--- config.mk ---
export PLATFORM = sky130hd
export DESIGN_NAME = cmt_timer
export DESIGN_NICKNAME = d
export VERILOG_FILES = /design/src/rtl/cmt_pkg.sv /design/src/rtl/cmt_clk_src.sv /design/src/rtl/cmt_counter.sv /design/src/rtl/cmt_cmp_chan.sv /design/src/rtl/cmt_wave.sv /design/src/rtl/cmt_timer.sv
export SDC_FILE = /design/constraint.sdc
export NUM_CORES = 1
export LEC_CHECK = 0
export ABC_AREA = 1
export CORE_ASPECT_RATIO = 0.9
export CORE_MARGIN = 4
export CORE_UTILIZATION = 45
export DETAILED_ROUTE_END_ITERATION = 12
export DONT_BUFFER_PORTS = 1
export PLACE_DENSITY_LB_ADDON = 0.2
export SYNTH_ARGS = -nofsm -noshare
export SYNTH_HDL_FRONTEND = slang
export SYNTH_SLANG_ARGS = --single-unit
--- constraint.sdc ---
create_clock -name clk -period 4.45 [get_ports clk]
set_input_delay 0.89 -clock clk [delete_from_list [all_inputs] [get_ports clk]]
set_output_delay 0.89 -clock clk [all_outputs]
set_load 0.02 [all_outputs]
--- src/rtl/cmt_pkg.sv ---
`timescale 1ns/1ps
// Shared encodings for the compare-match timer.
package cmt_pkg;
    typedef enum logic [1:0] {
        ACT_HOLD   = 2'b00,
        ACT_LOW    = 2'b01,
        ACT_HIGH   = 2'b10,
        ACT_TOGGLE = 2'b11
    } act_e;

    typedef enum logic [1:0] {
        CLR_NONE   = 2'b00,
        CLR_ON_A   = 2'b01,
        CLR_ON_B   = 2'b10,
        CLR_NONE_X = 2'b11
    } clr_e;

    localparam logic [1:0] ADDR_CNT  = 2'd0;
    localparam logic [1:0] ADDR_CMPA = 2'd1;
    localparam logic [1:0] ADDR_CMPB = 2'd2;
    localparam logic [1:0] ADDR_OVF  = 2'd3;
endpackage

--- src/rtl/cmt_clk_src.sv ---
`timescale 1ns/1ps
// Count source selection and falling-edge detection.
// The edge is detected on the level after the selector, so a selection change
// from high to low is a count. Assumes presc_clk is synchronous to clk.
module cmt_clk_src #(
    parameter int N_PRESC     = 2,
    parameter int SYNC_STAGES = 2,
    localparam int SEL_W      = $clog2(N_PRESC + 2)
) (
    input  logic               clk,
    input  logic               rst_n,
    input  logic [N_PRESC-1:0] presc_clk,
    input  logic               ext_clk,
    input  logic               ext_rise,
    input  logic [SEL_W-1:0]   clk_sel,
    output logic               tick
);
    logic [SYNC_STAGES-1:0] sync_q;
    logic                   ext_lvl;
    logic                   sel_now;
    logic                   sel_q;

    // Purpose: bring the asynchronous pin into the clk domain.
    always_ff @(posedge clk) begin
        if (!rst_n) sync_q <= '0;
        else        sync_q <= {sync_q[SYNC_STAGES-2:0], ext_clk};
    end

    assign ext_lvl = sync_q[SYNC_STAGES-1] ^ ext_rise;

    // Purpose: pick the level of the selected source (0 = stopped).
    always_comb begin
        sel_now = 1'b0;
        for (int i = 0; i < N_PRESC; i++) begin
            if (clk_sel == SEL_W'(i + 1)) sel_now = presc_clk[i];
        end
        if (clk_sel == SEL_W'(N_PRESC + 1)) sel_now = ext_lvl;
    end

    // Purpose: remember the previous selected level for edge detection.
    always_ff @(posedge clk) begin
        if (!rst_n) sel_q <= 1'b0;
        else        sel_q <= sel_now;
    end

    assign tick = sel_q & ~sel_now;

    p_stopped_quiet_r3: assert property (@(posedge clk) disable iff (!rst_n)
        (clk_sel == '0 && $past(clk_sel) == '0) |-> !tick);
endmodule

--- src/rtl/cmt_counter.sv ---
`timescale 1ns/1ps
// Up-counter with the precedence clear > host write > count, plus a sticky
// overflow flag with write-one-to-clear (a wrap in the same cycle wins).
module cmt_counter #(
    parameter int W = 8
) (
    input  logic         clk,
    input  logic         rst_n,
    input  logic         en,
    input  logic         tick,
    input  logic         clr,
    input  logic         wr_cnt,
    input  logic [W-1:0] wr_data,
    input  logic         ovf_w1c,
    output logic [W-1:0] cnt,
    output logic         ovf
);
    logic wrap;

    assign wrap = en & tick & ~clr & ~wr_cnt & (cnt == '1);

    // Purpose: counter update in fixed precedence order.
    always_ff @(posedge clk) begin
        if (!rst_n)         cnt <= '0;
        else if (clr)       cnt <= '0;
        else if (wr_cnt)    cnt <= wr_data;
        else if (en && tick) cnt <= cnt + 1'b1;
    end

    // Purpose: sticky overflow flag, set beats clear.
    always_ff @(posedge clk) begin
        if (!rst_n)       ovf <= 1'b0;
        else if (wrap)    ovf <= 1'b1;
        else if (ovf_w1c) ovf <= 1'b0;
    end

    p_clear_wins_r6: assert property (@(posedge clk) disable iff (!rst_n)
        (clr && wr_cnt) |=> cnt == '0);
    p_write_wins_r7: assert property (@(posedge clk) disable iff (!rst_n)
        (wr_cnt && !clr && en && tick) |=> cnt == $past(wr_data));
    p_ovf_after_max_r11: assert property (@(posedge clk) disable iff (!rst_n)
        $rose(ovf) |-> $past(cnt) == '1);
    p_hold_disabled_r12: assert property (@(posedge clk) disable iff (!rst_n)
        (!en && !clr && !wr_cnt) |=> $stable(cnt));
endmodule

--- src/rtl/cmt_cmp_chan.sv ---
`timescale 1ns/1ps
// One compare channel: holds its compare value and flags a match in the first
// cycle of equality with the counter. A write to the channel masks that cycle.
module cmt_cmp_chan #(
    parameter int W = 8
) (
    input  logic         clk,
    input  logic         rst_n,
    input  logic         en,
    input  logic         wr,
    input  logic [W-1:0] wr_data,
    input  logic [W-1:0] cnt,
    output logic         match
);
    logic [W-1:0] cmp_q;
    logic         eq;
    logic         eq_q;

    // Purpose: compare register, loaded by the host.
    always_ff @(posedge clk) begin
        if (!rst_n)  cmp_q <= '1;
        else if (wr) cmp_q <= wr_data;
    end

    assign eq = (cnt == cmp_q);

    // Purpose: remember last cycle's equality so only its onset matches.
    always_ff @(posedge clk) begin
        if (!rst_n) eq_q <= 1'b0;
        else        eq_q <= eq;
    end

    assign match = en & eq & ~eq_q & ~wr;

    p_cmp_load_r8: assert property (@(posedge clk) disable iff (!rst_n)
        wr |=> cmp_q == $past(wr_data));
    p_single_pulse_r5: assert property (@(posedge clk) disable iff (!rst_n)
        match |=> !match);
endmodule

--- src/rtl/cmt_wave.sv ---
`timescale 1ns/1ps
// Resolves the actions of both channels onto the output pin.
// Priority: toggle, then drive high, then drive low. Disabled: load init level.
module cmt_wave
    import cmt_pkg::*;
#(
    parameter int N_CH = 2
) (
    input  logic            clk,
    input  logic            rst_n,
    input  logic            en,
    input  logic            init_lvl,
    input  logic [N_CH-1:0] match,
    input  act_e            act [N_CH],
    output logic            wave
);
    logic any_tgl, any_hi, any_lo;

    // Purpose: collect the requested actions of matching channels.
    always_comb begin
        any_tgl = 1'b0;
        any_hi  = 1'b0;
        any_lo  = 1'b0;
        for (int c = 0; c < N_CH; c++) begin
            if (match[c]) begin
                any_tgl = any_tgl | (act[c] == ACT_TOGGLE);
                any_hi  = any_hi  | (act[c] == ACT_HIGH);
                any_lo  = any_lo  | (act[c] == ACT_LOW);
            end
        end
    end

    // Purpose: output register with the action priority.
    always_ff @(posedge clk) begin
        if (!rst_n)       wave <= 1'b0;
        else if (!en)     wave <= init_lvl;
        else if (any_tgl) wave <= ~wave;
        else if (any_hi)  wave <= 1'b1;
        else if (any_lo)  wave <= 1'b0;
    end

    p_toggle_first_r10: assert property (@(posedge clk) disable iff (!rst_n)
        (en && any_tgl) |=> wave != $past(wave));
    p_high_over_low_r10: assert property (@(posedge clk) disable iff (!rst_n)
        (en && !any_tgl && any_hi) |=> wave);
    p_init_load_r12: assert property (@(posedge clk) disable iff (!rst_n)
        !en |=> wave == $past(init_lvl));
endmodule

--- src/rtl/cmt_timer.sv ---
`timescale 1ns/1ps
// Compare-match timer top: count source, counter, two compare channels and
// the waveform output. All inputs are assumed synchronous to clk except ext_clk.
module cmt_timer
    import cmt_pkg::*;
#(
    parameter int W           = 8,
    parameter int N_PRESC     = 2,
    parameter int SYNC_STAGES = 2,
    localparam int SEL_W      = $clog2(N_PRESC + 2),
    localparam int N_CH       = 2
) (
    input  logic               clk,
    input  logic               rst_n,
    input  logic               wr_en,
    input  logic [1:0]         wr_addr,
    input  logic [W-1:0]       wr_data,
    input  logic               tmr_en,
    input  logic               init_lvl,
    input  logic [SEL_W-1:0]   clk_sel,
    input  logic               ext_rise,
    input  logic [1:0]         clr_mode,
    input  logic [1:0]         act_a,
    input  logic [1:0]         act_b,
    input  logic [N_PRESC-1:0] presc_clk,
    input  logic               ext_clk,
    output logic [W-1:0]       cnt,
    output logic               ovf,
    output logic               wave
);
    logic            tick;
    logic            clr;
    logic [N_CH-1:0] match;
    logic [N_CH-1:0] wr_cmp;
    act_e            act [N_CH];
    clr_e            cmode;

    assign act[0] = act_e'(act_a);
    assign act[1] = act_e'(act_b);
    assign cmode  = clr_e'(clr_mode);
    assign wr_cmp[0] = wr_en && (wr_addr == ADDR_CMPA);
    assign wr_cmp[1] = wr_en && (wr_addr == ADDR_CMPB);
    assign clr = ((cmode == CLR_ON_A) && match[0]) || ((cmode == CLR_ON_B) && match[1]);

    cmt_clk_src #(.N_PRESC(N_PRESC), .SYNC_STAGES(SYNC_STAGES)) u_src (
        .clk(clk), .rst_n(rst_n), .presc_clk(presc_clk), .ext_clk(ext_clk),
        .ext_rise(ext_rise), .clk_sel(clk_sel), .tick(tick)
    );

    cmt_counter #(.W(W)) u_cnt (
        .clk(clk), .rst_n(rst_n), .en(tmr_en), .tick(tick), .clr(clr),
        .wr_cnt(wr_en && (wr_addr == ADDR_CNT)), .wr_data(wr_data),
        .ovf_w1c(wr_en && (wr_addr == ADDR_OVF) && wr_data[0]),
        .cnt(cnt), .ovf(ovf)
    );

    for (genvar c = 0; c < N_CH; c++) begin : g_ch
        cmt_cmp_chan #(.W(W)) u_ch (
            .clk(clk), .rst_n(rst_n), .en(tmr_en), .wr(wr_cmp[c]),
            .wr_data(wr_data), .cnt(cnt), .match(match[c])
        );
    end

    cmt_wave #(.N_CH(N_CH)) u_wave (
        .clk(clk), .rst_n(rst_n), .en(tmr_en), .init_lvl(init_lvl),
        .match(match), .act(act), .wave(wave)
    );

    p_clear_to_zero_r5: assert property (@(posedge clk) disable iff (!rst_n)
        clr |=> cnt == '0);
endmodule

==> impl_metrics.json <==
{
  "internal_power_mw": 0.422,
  "pre_cts_ws_ns": 2.13,
  "synth_warnings": 0,
  "ys_seq_area_share_pct": 34.1,
  "grt_max_degree": 22,
  "wl_per_cell_um": 13.2,
  "dieArea_um2": 5130,
  "start_util_pct": 47.8,
  "grt_pass1_vias": 1567,
  "first_pass_iters": 4,
  "grt_overflow_total": 0,
  "vias": 1669,
  "layout_commonest_cell": "nand2_1",
  "crit_type": "in2reg",
  "drive_gt1_share_pct": 11.8,
  "clkTransAtPathRegs_ns": 0.06,
  "finalMaxSlewViolations": 0,
  "cts_hold_buf": 0,
  "worst_pin_slew_ns": 0.729,
  "switchingPower_mw": 0.156,
  "crit_fanout": 17,
  "clock-root-buffer": "clkbuf_8",
  "grt_pass1_wl_mm": 6.86,
  "area_delta_synth_final_pct": 5.57,
  "fmax_ghz": 0.493,
  "grt_use_total_pct": 18.1,
  "r2r_start": "u_cnt.cnt[3]",
  "ant_nets": 0,
  "cts_max_level": 2,
  "finalHoldViolations": 0,
  "multi_input_area_um2": 1000,
  "rsz0062_at_grt": "no",
  "clock_path_buffers": 2,
  "worstPathRequired_ns": 4.67,
  "cpPeakStageDelay_ns": 0.62,
  "wirelength_mm": 4.30,
  "cp-end-kind": "register",
  "avgSynthCellArea_um2": 6.57,
  "cts_buffers": 5,
  "syn_area_um2": 1820,
  "crit_path_top_delay_cell": "nor3_4",
  "drtIter0Drc": 85,
  "cts-resized-gates": 0,
  "final_cell_mix": "nand2_1 (99), inv_1 (32), dfxtp_1 (31)",
  "outcome": "finished clean",
  "io_buffer_count": 0,
  "seqCellArea_um2": 621,
  "finalCritPeriodShare_pct": 45.6,
  "drc": 0,
  "ir_worst_vdd_uv": 167,
  "p_comb_share_pct": 10.2,
  "max_slew_margin_pct": 51.2,
  "ios": 37,
  "syn_inst": 277,
  "fin_ws_ns": 2.42,
  "finalSetupTns_ns": 0,
  "nNetsFinal": 306,
  "dieHeight_um": 68.3,
  "dp_hpwl_mm": 3.12,
  "numClockSinks": 31,
  "swShare_pct": 27.0,
  "routed_via_density": 5.14,
  "antenna_found_initial": 0,
  "setup_viol": 0,
  "cp_top_family": "simple AND/OR/NAND/NOR gates",
  "leakage_nw": 0.925,
  "core_area_um2": 3810,
  "crit_path_cell_trace": "inv_1 -> nor3_4 -> nor3_4 -> nand3_2 -> nand3_2 -> o21bai_1 -> nor2_1",
  "timing.hold.ws_ns": 0.412,
  "ys_seq_elements": 31,
  "clock_skew_ns": 0.00835,
  "cp.arrival_ns": 2.25,
  "insertion_delay_ns": 0.29,
  "seq_power_share_pct": 52.9,
  "place.gp.congestion": 0.833,
  "syn-num-nets": 305,
  "cp_num_buf_inv": 1,
  "startpoint": "wr_en",
  "cts_tree": "done",
  "min_path_type": "reg2reg",
  "maxCapViolCount": 0,
  "n_fill_cell": 367,
  "fin_crit_ns": 2.03,
  "synth_cell_types": 29,
  "hp-start": "u_src.sync_q[0]",
  "die_w_um": 75.0,
  "clockPowerShare_pct": 36.8,
  "powerDensity_nw_per_um2": 301,
  "num_rows": 21,
  "start_kind": "input port",
  "cts_setup_buffers": 0,
  "n_antenna_cell": 0
}
-- worst reg2reg max path: stages (launching register included) --
cell and delay (ns):
dfxtp_1 0.65, inv_2 0.12, nand2_1 0.08, nand2_1 0.05, nor2_1 0.09, nand2_1 0.12, nor2_4 0.16, nand4_2 0.13
nand3_2 0.18, o21bai_1 0.14, nor2_1 0.06
-- routing by layer --
layer / vias to the layer above / global-route usage, % / part of all wire [%]
met5: - / 0 / 0
met4: 0 / 8.67 / 1.1
met3: 7 / 4.55 / 6.7
met2: 39 / 29.6 / 44
met1: 732 / 22.2 / 48
li1: 891 / - / -
-- layout make-up --
type,count,area share [%]
Tap cell,46,3.00
Clock inverter,1,0.261
Sequential cell,31,32.3
Multi-Input combinational cell,197,52.1
Inverter,43,8.40
Clock buffer,7,3.97
-- state kept, by name, indices dropped and copies added, names as in the netlist --
| register | cells |
|---|---|
| g_ch.u_ch.cmp_q | 16 |
| g_ch.u_ch.eq_q | 2 |
| u_cnt.cnt | 8 |
| u_cnt.ovf | 1 |
| u_src.sel_q | 1 |
| u_src.sync_q | 2 |
| u_wave.wave | 1 |
-- power groups by stage --
stage	Combinational, mW	Sequential (mW)	Clock (mW)
2_1_floorplan	0.0545	0.308	0
3_3_place_gp	0.0582	0.312	0
3_5_place_dp	0.0590	0.312	0
4_1_cts	0.0593	0.306	0.218
5_1_grt	0.0691	0.307	0.226
6_report	0.0592	0.306	0.213
-- Yosys cell counts, drive strengths merged --
cell type  count  share of area [%]
xnor2          1               0.48
nor4           1               0.34
o221ai         1               0.48
nand3b         1               0.41
nor2          26                6.6
buf            3                1.4
clkbuf         3               0.62
dfxtp         31                 34
a21oi          5                1.4
o21ai          1               0.27
inv           43                8.9
ha             1               0.69
nand2        102                 21
o211ai        16                6.6
nand4          4                1.7
xor2           4                1.9
o21bai         1               0.41
a31oi          7                2.4
nand3         21                6.9
nor3           5                2.9
-- kinds of logic after synthesis --
kind of cell    after synthesis  synth area share [%]
xor+xnor                      5                  2.41
fa+ha+maj                     1                 0.688
flops                        31                  34.1
buf+inv                      49                  10.9
compound gates               31                  11.6
simple gates                160                  40.3
-- worst paths after layout --
| path | end | slack (ns) | cells past startpoint |
|---|---|---|---|
| max | u_cnt.cnt[4] | 2.42 | 7 |
| min reg2reg | u_src.sync_q[1] | 0.41 | 2 |
| max reg2reg | u_cnt.cnt[4] | 2.57 | 10 |
| min | u_src.sync_q[1] | 0.41 | 2 |
-- per-stage QoR --
| step | utilization, % | total power, mW | area (um2) | cells |
|---|---|---|---|---|
| 2_1_floorplan | - | 0.363 | 1820 | 277 |
| 3_3_place_gp | 48.3 | 0.370 | 1840 | 317 |
| 3_5_place_dp | 48.3 | 0.371 | 1840 | 317 |
| 4_1_cts | 50.4 | 0.584 | 1920 | 325 |
| 5_1_grt | 50.4 | 0.603 | 1920 | 325 |
| 6_report | 50.4 | 0.578 | 1920 | 325 |
No activity file was read; power rests on OpenSTA's default activity.
